===== config.mk =====
export PLATFORM = sky130hd
export DESIGN_NAME = sar_adc_ctrl
export DESIGN_NICKNAME = d
export VERILOG_FILES = /design/src/rtl/sar_adc_ctrl.sv
export SDC_FILE = /design/constraint.sdc
export NUM_CORES = 1
export LEC_CHECK = 0
export ABC_CLOCK_PERIOD_IN_PS = 4500
export BUFFER_PORTS_ARGS = -buffer_cell sky130_fd_sc_hd__buf_2
export CAP_MARGIN = 5
export CORE_UTILIZATION = 44
export DETAILED_ROUTE_END_ITERATION = 7
export HOLD_SLACK_MARGIN = 0.08
export PLACE_DENSITY = 0.61
export REMOVE_ABC_BUFFERS = 1
export SLEW_MARGIN = 30
export SYNTH_ARGS = -nofsm -noshare
export SYNTH_HDL_FRONTEND = slang
export SYNTH_SLANG_ARGS = --single-unit

===== constraint.sdc =====
create_clock -name clk -period 4.5 [get_ports clk]
set_clock_uncertainty 0.1 [all_clocks]
set_input_delay 0.9 -clock clk [delete_from_list [all_inputs] [get_ports clk]]
set_output_delay 0.9 -clock clk [all_outputs]
set_load 0.01 [all_outputs]

===== src/rtl/sar_adc_ctrl.sv =====
module sar_adc_ctrl #(
  parameter int CHANNELS     = 8,
  parameter int BITS         = 10,
  parameter int LO_BITS      = 2,
  parameter int DIV_FAST     = 6,
  parameter int DIV_SLOW     = 12,
  parameter int PRECH_TICKS  = 16,
  parameter int SAMPLE_TICKS = 2,
  parameter int TUNE_COUNT   = 20
) (
  input  logic                       clk,
  input  logic                       rst_n,
  input  logic                       cfg_start,
  input  logic                       cfg_no_prech,
  input  logic                       cfg_slow,
  input  logic                       cfg_ref_ext,
  input  logic                       cfg_seq,
  input  logic                       cfg_cont,
  input  logic [$clog2(CHANNELS)-1:0] cfg_chan,
  input  logic                       cmp_in,
  output logic [BITS-1:0]            dac_code,
  output logic [$clog2(CHANNELS)-1:0] mux_sel,
  output logic                       ref_ext_o,
  output logic                       prech_o,
  output logic                       sample_o,
  output logic                       busy,
  output logic [CHANNELS-1:0]        ready,
  output logic                       tuned,
  input  logic [$clog2(CHANNELS)-1:0] rd_sel,
  output logic [BITS-LO_BITS-1:0]    rd_hi,
  output logic [LO_BITS-1:0]         rd_lo
);
  localparam int CW = $clog2(CHANNELS);
  localparam int DW = $clog2(DIV_SLOW + 1);
  localparam int PMAX = (PRECH_TICKS > SAMPLE_TICKS) ? PRECH_TICKS : SAMPLE_TICKS;
  localparam int PW = $clog2(PMAX + 1);
  localparam int BW = $clog2(BITS);
  localparam int TW = $clog2(TUNE_COUNT + 1);

  typedef enum logic [2:0] {S_IDLE, S_PRECH, S_SAMPLE, S_CONV, S_HOLD} state_t;

  state_t          st;
  logic [DW-1:0]   div_cnt;
  logic [PW-1:0]   phase;
  logic [BW-1:0]   bit_idx;
  logic [BITS-1:0] sar;
  logic [CW-1:0]   chan;
  logic [TW-1:0]   tune_cnt;
  logic [BITS-1:0] res [CHANNELS];

  logic [DW-1:0]   div_last;
  logic            tick;
  logic [BITS-1:0] mask;
  logic [BITS-1:0] decided;
  logic [CW-1:0]   first_ch;
  logic            seq_end;

  assign div_last = cfg_slow ? DW'(DIV_SLOW - 1) : DW'(DIV_FAST - 1);
  assign busy     = (st == S_PRECH) || (st == S_SAMPLE) || (st == S_CONV);
  assign tick     = busy && (div_cnt >= div_last);
  assign mask     = BITS'(1) << bit_idx;
  assign decided  = cmp_in ? (sar | mask) : sar;
  assign first_ch = cfg_seq ? '0 : cfg_chan;
  assign seq_end  = !cfg_seq || (chan == cfg_chan);

  assign dac_code  = (st == S_CONV) ? (sar | mask) : '0;
  assign mux_sel   = chan;
  assign ref_ext_o = cfg_ref_ext;
  assign prech_o   = (st == S_PRECH);
  assign sample_o  = (st == S_SAMPLE);
  assign tuned     = (tune_cnt >= TW'(TUNE_COUNT));
  assign rd_hi     = res[rd_sel][BITS-1:LO_BITS];
  assign rd_lo     = res[rd_sel][LO_BITS-1:0];

  always_ff @(posedge clk) begin
    if (!rst_n || !busy || tick) div_cnt <= '0;
    else                         div_cnt <= div_cnt + 1'b1;
  end

  always_ff @(posedge clk) begin
    if (!rst_n) begin
      st       <= S_IDLE;
      phase    <= '0;
      bit_idx  <= '0;
      sar      <= '0;
      chan     <= '0;
      tune_cnt <= '0;
      ready    <= '0;
      for (int i = 0; i < CHANNELS; i++) res[i] <= '0;
    end else if (!cfg_start) begin
      st <= S_IDLE;
    end else begin
      case (st)
        S_IDLE: begin
          ready <= '0;
          chan  <= first_ch;
          phase <= '0;
          st    <= cfg_no_prech ? S_SAMPLE : S_PRECH;
        end
        S_PRECH: if (tick) begin
          if (phase == PW'(PRECH_TICKS - 1)) begin
            phase <= '0;
            st    <= S_SAMPLE;
          end else phase <= phase + 1'b1;
        end
        S_SAMPLE: if (tick) begin
          if (phase == PW'(SAMPLE_TICKS - 1)) begin
            phase   <= '0;
            sar     <= '0;
            bit_idx <= BW'(BITS - 1);
            st      <= S_CONV;
          end else phase <= phase + 1'b1;
        end
        S_CONV: if (tick) begin
          if (bit_idx == '0) begin
            res[chan] <= decided;
            if (tuned) ready[chan] <= 1'b1;
            else       tune_cnt <= tune_cnt + 1'b1;
            if (!seq_end) begin
              chan <= chan + 1'b1;
              st   <= S_SAMPLE;
            end else if (cfg_cont) begin
              chan <= first_ch;
              st   <= S_SAMPLE;
            end else st <= S_HOLD;
          end else begin
            sar     <= decided;
            bit_idx <= bit_idx - 1'b1;
          end
        end
        default: st <= S_HOLD;
      endcase
    end
  end
endmodule



# Yosys cells after proc, flatten, opt, wreduce, memory -nomap -nowiden
# Memories as Yosys holds them, arrays and structs flattened.
# Cells that the tools add are included.
# W data, S select, Z words.
dict set report word_totals {
  n_memories 1
  rom_bits 0
  mem_bits_rw 80
  latch_bits 0
  out_inout_bits 36
  ff_bits 42
}
# memory depth word_bits rd rd_ports_with_merged_regs wr line_no
set mem_list {}
lappend mem_list {res 8 10 1 0 8 49} ;# logic [BITS-1:0] res [CHANNELS];
dict set report op_classes {
  bitwise 3
  n_reduce_logical 23
  magnitude_cmp 4
  div 0
  add_sub_neg 5
  mul 0
  muxes 50
  n_eq_ne 15
  shift 1
}
# cell n
set ops {}
lappend ops {{$mux W10} 7}
lappend ops {{$mux W3} 14}
lappend ops {{$mux W8} 3}
lappend ops {{$mux W4} 5}
lappend ops {{$mux W5} 4}
lappend ops {{$pmux W10 S2} 1}
lappend ops {{$pmux W8 S2} 1}
lappend ops {{$pmux W5 S3} 1}
lappend ops {{$reduce_and A5 Y1} 3}
lappend ops {{$pmux W3 S4} 1}
lappend ops {{$reduce_and A6 Y1} 2}
lappend ops {{$add A5 B1 Y5 const B} 2}
lappend ops {{$ne A2 B1 Y1 const B} 5}
lappend ops {{$or A10 B10 Y10} 1}
lappend ops {{$reduce_or A10 Y1} 1}
lappend ops {{$shl A1 B4 Y10 const A} 1}
lappend ops {{$mux W1} 9}
lappend ops {{$or A8 B8 Y8} 1}
lappend ops {{$pmux W4 S2} 1}
lappend ops {{$eq A3 B2 Y1 const B} 2}
lappend ops {{$ne A2 B2 Y1 const B} 3}
lappend ops {{$pmux W3 S2} 1}
lappend ops {{$eq A5 B1 Y1 const B} 1}
lappend ops {{$eq A5 B4 Y1 const B} 1}
lappend ops {{22 further kinds} 30}

# Logic depth before layout (Yosys ltp)
dict set report logic_depth {
  ltp_word 11
  depth_mapped 9
}

# Worst setup path before layout
# No wires, ideal clock.
dict set report synth_timing {
  path_type {input-to-output}
  start {input port rd_sel[0]}
  end {output port rd_hi[0]}
  t_required_ns 3.500
  cell_stages 3
  arrival_time_ns 1.984
  path_buffers 1
  slack_ns 1.516
  path_cell_list {buf_2 > mux4_2 > mux2_2}
}
dict set report synth_between {
  elab_chain_cells 1
}
# item line_no
set synth_rtl {}
lappend synth_rtl {{start, declared} 29} ;# input logic [$clog2(CHANNELS)-1:0] rd_sel,
lappend synth_rtl {{$mem_v2 Z8 W10} --}
lappend synth_rtl {{end, declared} 30} ;# output logic [BITS-LO_BITS-1:0] rd_hi,
# No other way between the ends.

# Worst setup path in the final report
# Same ends and word-level chain as after synthesis.

==> metrics <==
Req. time, crit path=3500 ps; CP endpoint=rd_hi[0]; Rel. slew slack=between 30 and 40%; Longest Clk Path Bufs=2; actual slew at the worst max-slew pin=961 ps; port buffer count=48; Post-synth ARST share=0%; RSZ-0062 raised after global routing=false; Inst Count DP=723; WS Path Type=in -> out; register-to-register setup slack=1300 ps; EDFF count, synth=80; Setup crit start=rd_sel[0]; RR Startpoint=bit_idx[0]; initial antenna violation count=0; sequential cell area fraction in the yosys report=55.0%; grt ovf=0; CTS tree=yes; effective utilization at floorplan=46.0%; later-pin clock latency in the skew report=a little over 400 ps; PD cells=roughly 400 nW/um2; Final min period=between 3000 and 4000 ps; Area growth syn-to-layout=16.7%; DRT Wirelength=14000 um; RR Endpoint=res[5][8]; clock transition at the registers of the reported paths=~50 ps; CP Capture Type=output port; Slew Limit Fails=0; row count=41; DRC violations left=0; min-delay worst type=reg -> reg; Yosys reg bits=roughly 120; Post-CTS Setup Bufs=0; Cells after Synth=531; final std cells w/o fill=755; Synth cell types=54; endpoints failing hold=0; hold_buf cts=0; Mapped Area=5900 um2; DP HPWL=9960 um; Vias=4218; NumNets Final=601; drt first pass iters=4; Avg Inst Size Synth=11.1 um2; crit path DAT=2420 ps; H-Tree Level Count=4; largest net degree at the start of global routing=26; FMAX=0.292 GHz; layout cells sized above 1=21.4%; CTS buffer count=17; n_diodes=0; fin crit share=76.1%; ys flop type=edfxtp_1; cts repair resizes=0; core area=around 13000 um2; DR WL/cell=18.6 um; synth warn=0; die width=118 um; Leak Pwr=around 2.5 nW; Die Area=13900 um2; # setup viols final=0; cells on worst reg2reg path=7; via-per-instance ratio=5.59; clock sink total=122; Crit Path Max Fanout=20; peak supply drop=0.261 mV; number of routed nets with antenna violations=0; CP startpoint kind=input pin; MaxCap Viol Count=0; Die Y=118 um; global-route usage over all layers=21.5%; status=finished, final reports clean; number of global-route vias before repair=4090; total negative setup slack=0 ps; first-pass GRT wire length=~22000 um; drt first-iter violations=384; GPL Wtd Cong=between 0.8 and 0.9; I/O pins=slightly above 50; Root Driver=clkbuf_16
==> synthesized netlist by cell type (2+ instances only) <==
cell / count / area [um2]
buf_2: 5 / 25.0
nor3b_1: 3 / 22.5
o41ai_1: 6 / 52.6
xnor2_1: 5 / 43.8
a31oi_1: 9 / 56.3
ha_1: 16 / 200
o21a_1: 2 / 15.0
or3_1: 12 / 75.1
xor2_1: 3 / 26.3
nand3_1: 14 / 70.1
a311oi_1: 2 / 17.5
a21boi_1: 10 / 75.1
nor2_1: 114 / 428
a211oi_1: 4 / 30.0
mux2_2: 10 / 113
a21boi_0: 2 / 15.0
nor2b_1: 13 / 81.3
nand4_1: 2 / 12.5
nand2_1: 47 / 176
nor4_2: 2 / 25.0
clkbuf_1: 24 / 90.1
and3b_1: 2 / 17.5
inv_1: 18 / 67.6
nor3_1: 2 / 10.0
mux2i_1: 6 / 60.1
and3_1: 4 / 25.0
a41o_1: 2 / 20.0
dfxtp_1: 42 / 841
mux4_2: 20 / 450
o211a_1: 2 / 20.0
edfxtp_1: 80 / 2400
a21oi_1: 17 / 85.1
o21ai_0: 10 / 50.1
==> state kept, by name (all words and copies together) (netlist names) <==
| name | count |
|---|---|
| res | 80 |
| sar | 10 |
| ready | 8 |
| phase | 5 |
| tune_cnt | 5 |
| bit_idx | 4 |
| div_cnt | 4 |
| mux_sel | 3 |
| st | 3 |
==> cell families (layout without fill, tap and decap cells) <==
family | count (synthesis) | after routing | share of synthesized area, %
AND/OR/NAND/NOR | 222 | 222 | 17.3
flip-flops | 122 | 122 | 55.0
AO/OA/AOI/OAI | 75 | 75 | 8.72
buffers and inverters | 51 | 103 | 3.54
multiplexers | 37 | 37 | 10.8
adder cells (fa/ha/maj) | 16 | 16 | 3.39
XOR/XNOR | 8 | 8 | 1.19
==> cell type report <==
type,instances,area [um2]
clock inverter,10,143
inverter,19,71.3
multi-input combinational,358,2470
sequential,122,3240
clock buffer,22,464
fill,1146,5940
timing repair buffer,52,270
tap,172,215
==> critical path: stages <==
cell    delay [ps]
buf_2          500
mux4_2         600
mux2_2         290
buf_2          140
==> how the worst min path moves through the flow <==
stage / from / end / slack, ps / cells past startpoint
floorplan: tune_cnt[4] / tune_cnt[4] / 320 / 2
global placement: ready[5] / ready[5] / 330 / 2
detailed placement: ready[3] / ready[3] / 330 / 2
CTS: ready[3] / ready[3] / 350 / 2
global route: ready[7] / ready[7] / 390 / 2
finish: ready[5] / ready[5] / 340 / 2
==> power breakdown <==
group | total [W] | internal [W] | switching (W)
clock network | 0.00139 | 0.000900 | 0.000489
logic | 0.000160 | 0.0000675 | 0.0000926
registers | 0.00125 | 0.00122 | 0.0000255
total | 0.00280 | 0.00219 | 0.000607
==> routing by layer <==
metal / vias up / GRT usage [%] / share of wire (%)
met4: 0 / 10.5 / 2.4
met2: 124 / 34.0 / 48
met5: - / 0 / 0
met3: 23 / 4.22 / 5.2
met1: 2086 / 28.3 / 44
li1: 1985 / - / -
==> placed cells by master, fill, tap and decap left out, types with 5 or more instances in the layout <==
| cell | synthesis | layout |
|---|---|---|
| a21boi_1 | 10 | 10 |
| a21oi_1 | 17 | 14 |
| a31oi_1 | 9 | 6 |
| buf_2 | 5 | 48 |
| clkbuf_16 | 0 | 17 |
| dfxtp_1 | 42 | 42 |
| edfxtp_1 | 80 | 80 |
| ha_1 | 16 | 16 |
| inv_1 | 18 | 18 |
| mux2_2 | 10 | 10 |
| mux2i_1 | 6 | 6 |
| mux4_2 | 20 | 20 |
| nand2_1 | 47 | 47 |
| nand3_1 | 14 | 14 |
| nor2_1 | 114 | 114 |
| nor2b_1 | 13 | 13 |
| o21ai_0 | 10 | 10 |
| o41ai_1 | 6 | 6 |
| or3_1 | 12 | 12 |
| xnor2_1 | 5 | 5 |
==> per-stage QoR <==
| step | instance area [um2] | power, W | hold slack (ps) | worst slack (ps) | utilization, % |
|---|---|---|---|---|---|
| global placement | 6240 | 0.00143 | 326 | 824 | 48.7 |
| CTS | 6870 | 0.00281 | 347 | 1050 | 53.6 |
| detailed placement | 6270 | 0.00143 | 335 | 832 | 48.9 |
| global route | 6880 | 0.00288 | 395 | 954 | 53.7 |
| finish | 6880 | 0.00280 | 343 | 1080 | 53.7 |
| floorplan | 5760 | 0.00136 | 323 | 1500 | - |
(Power assumes the default switching activity.)
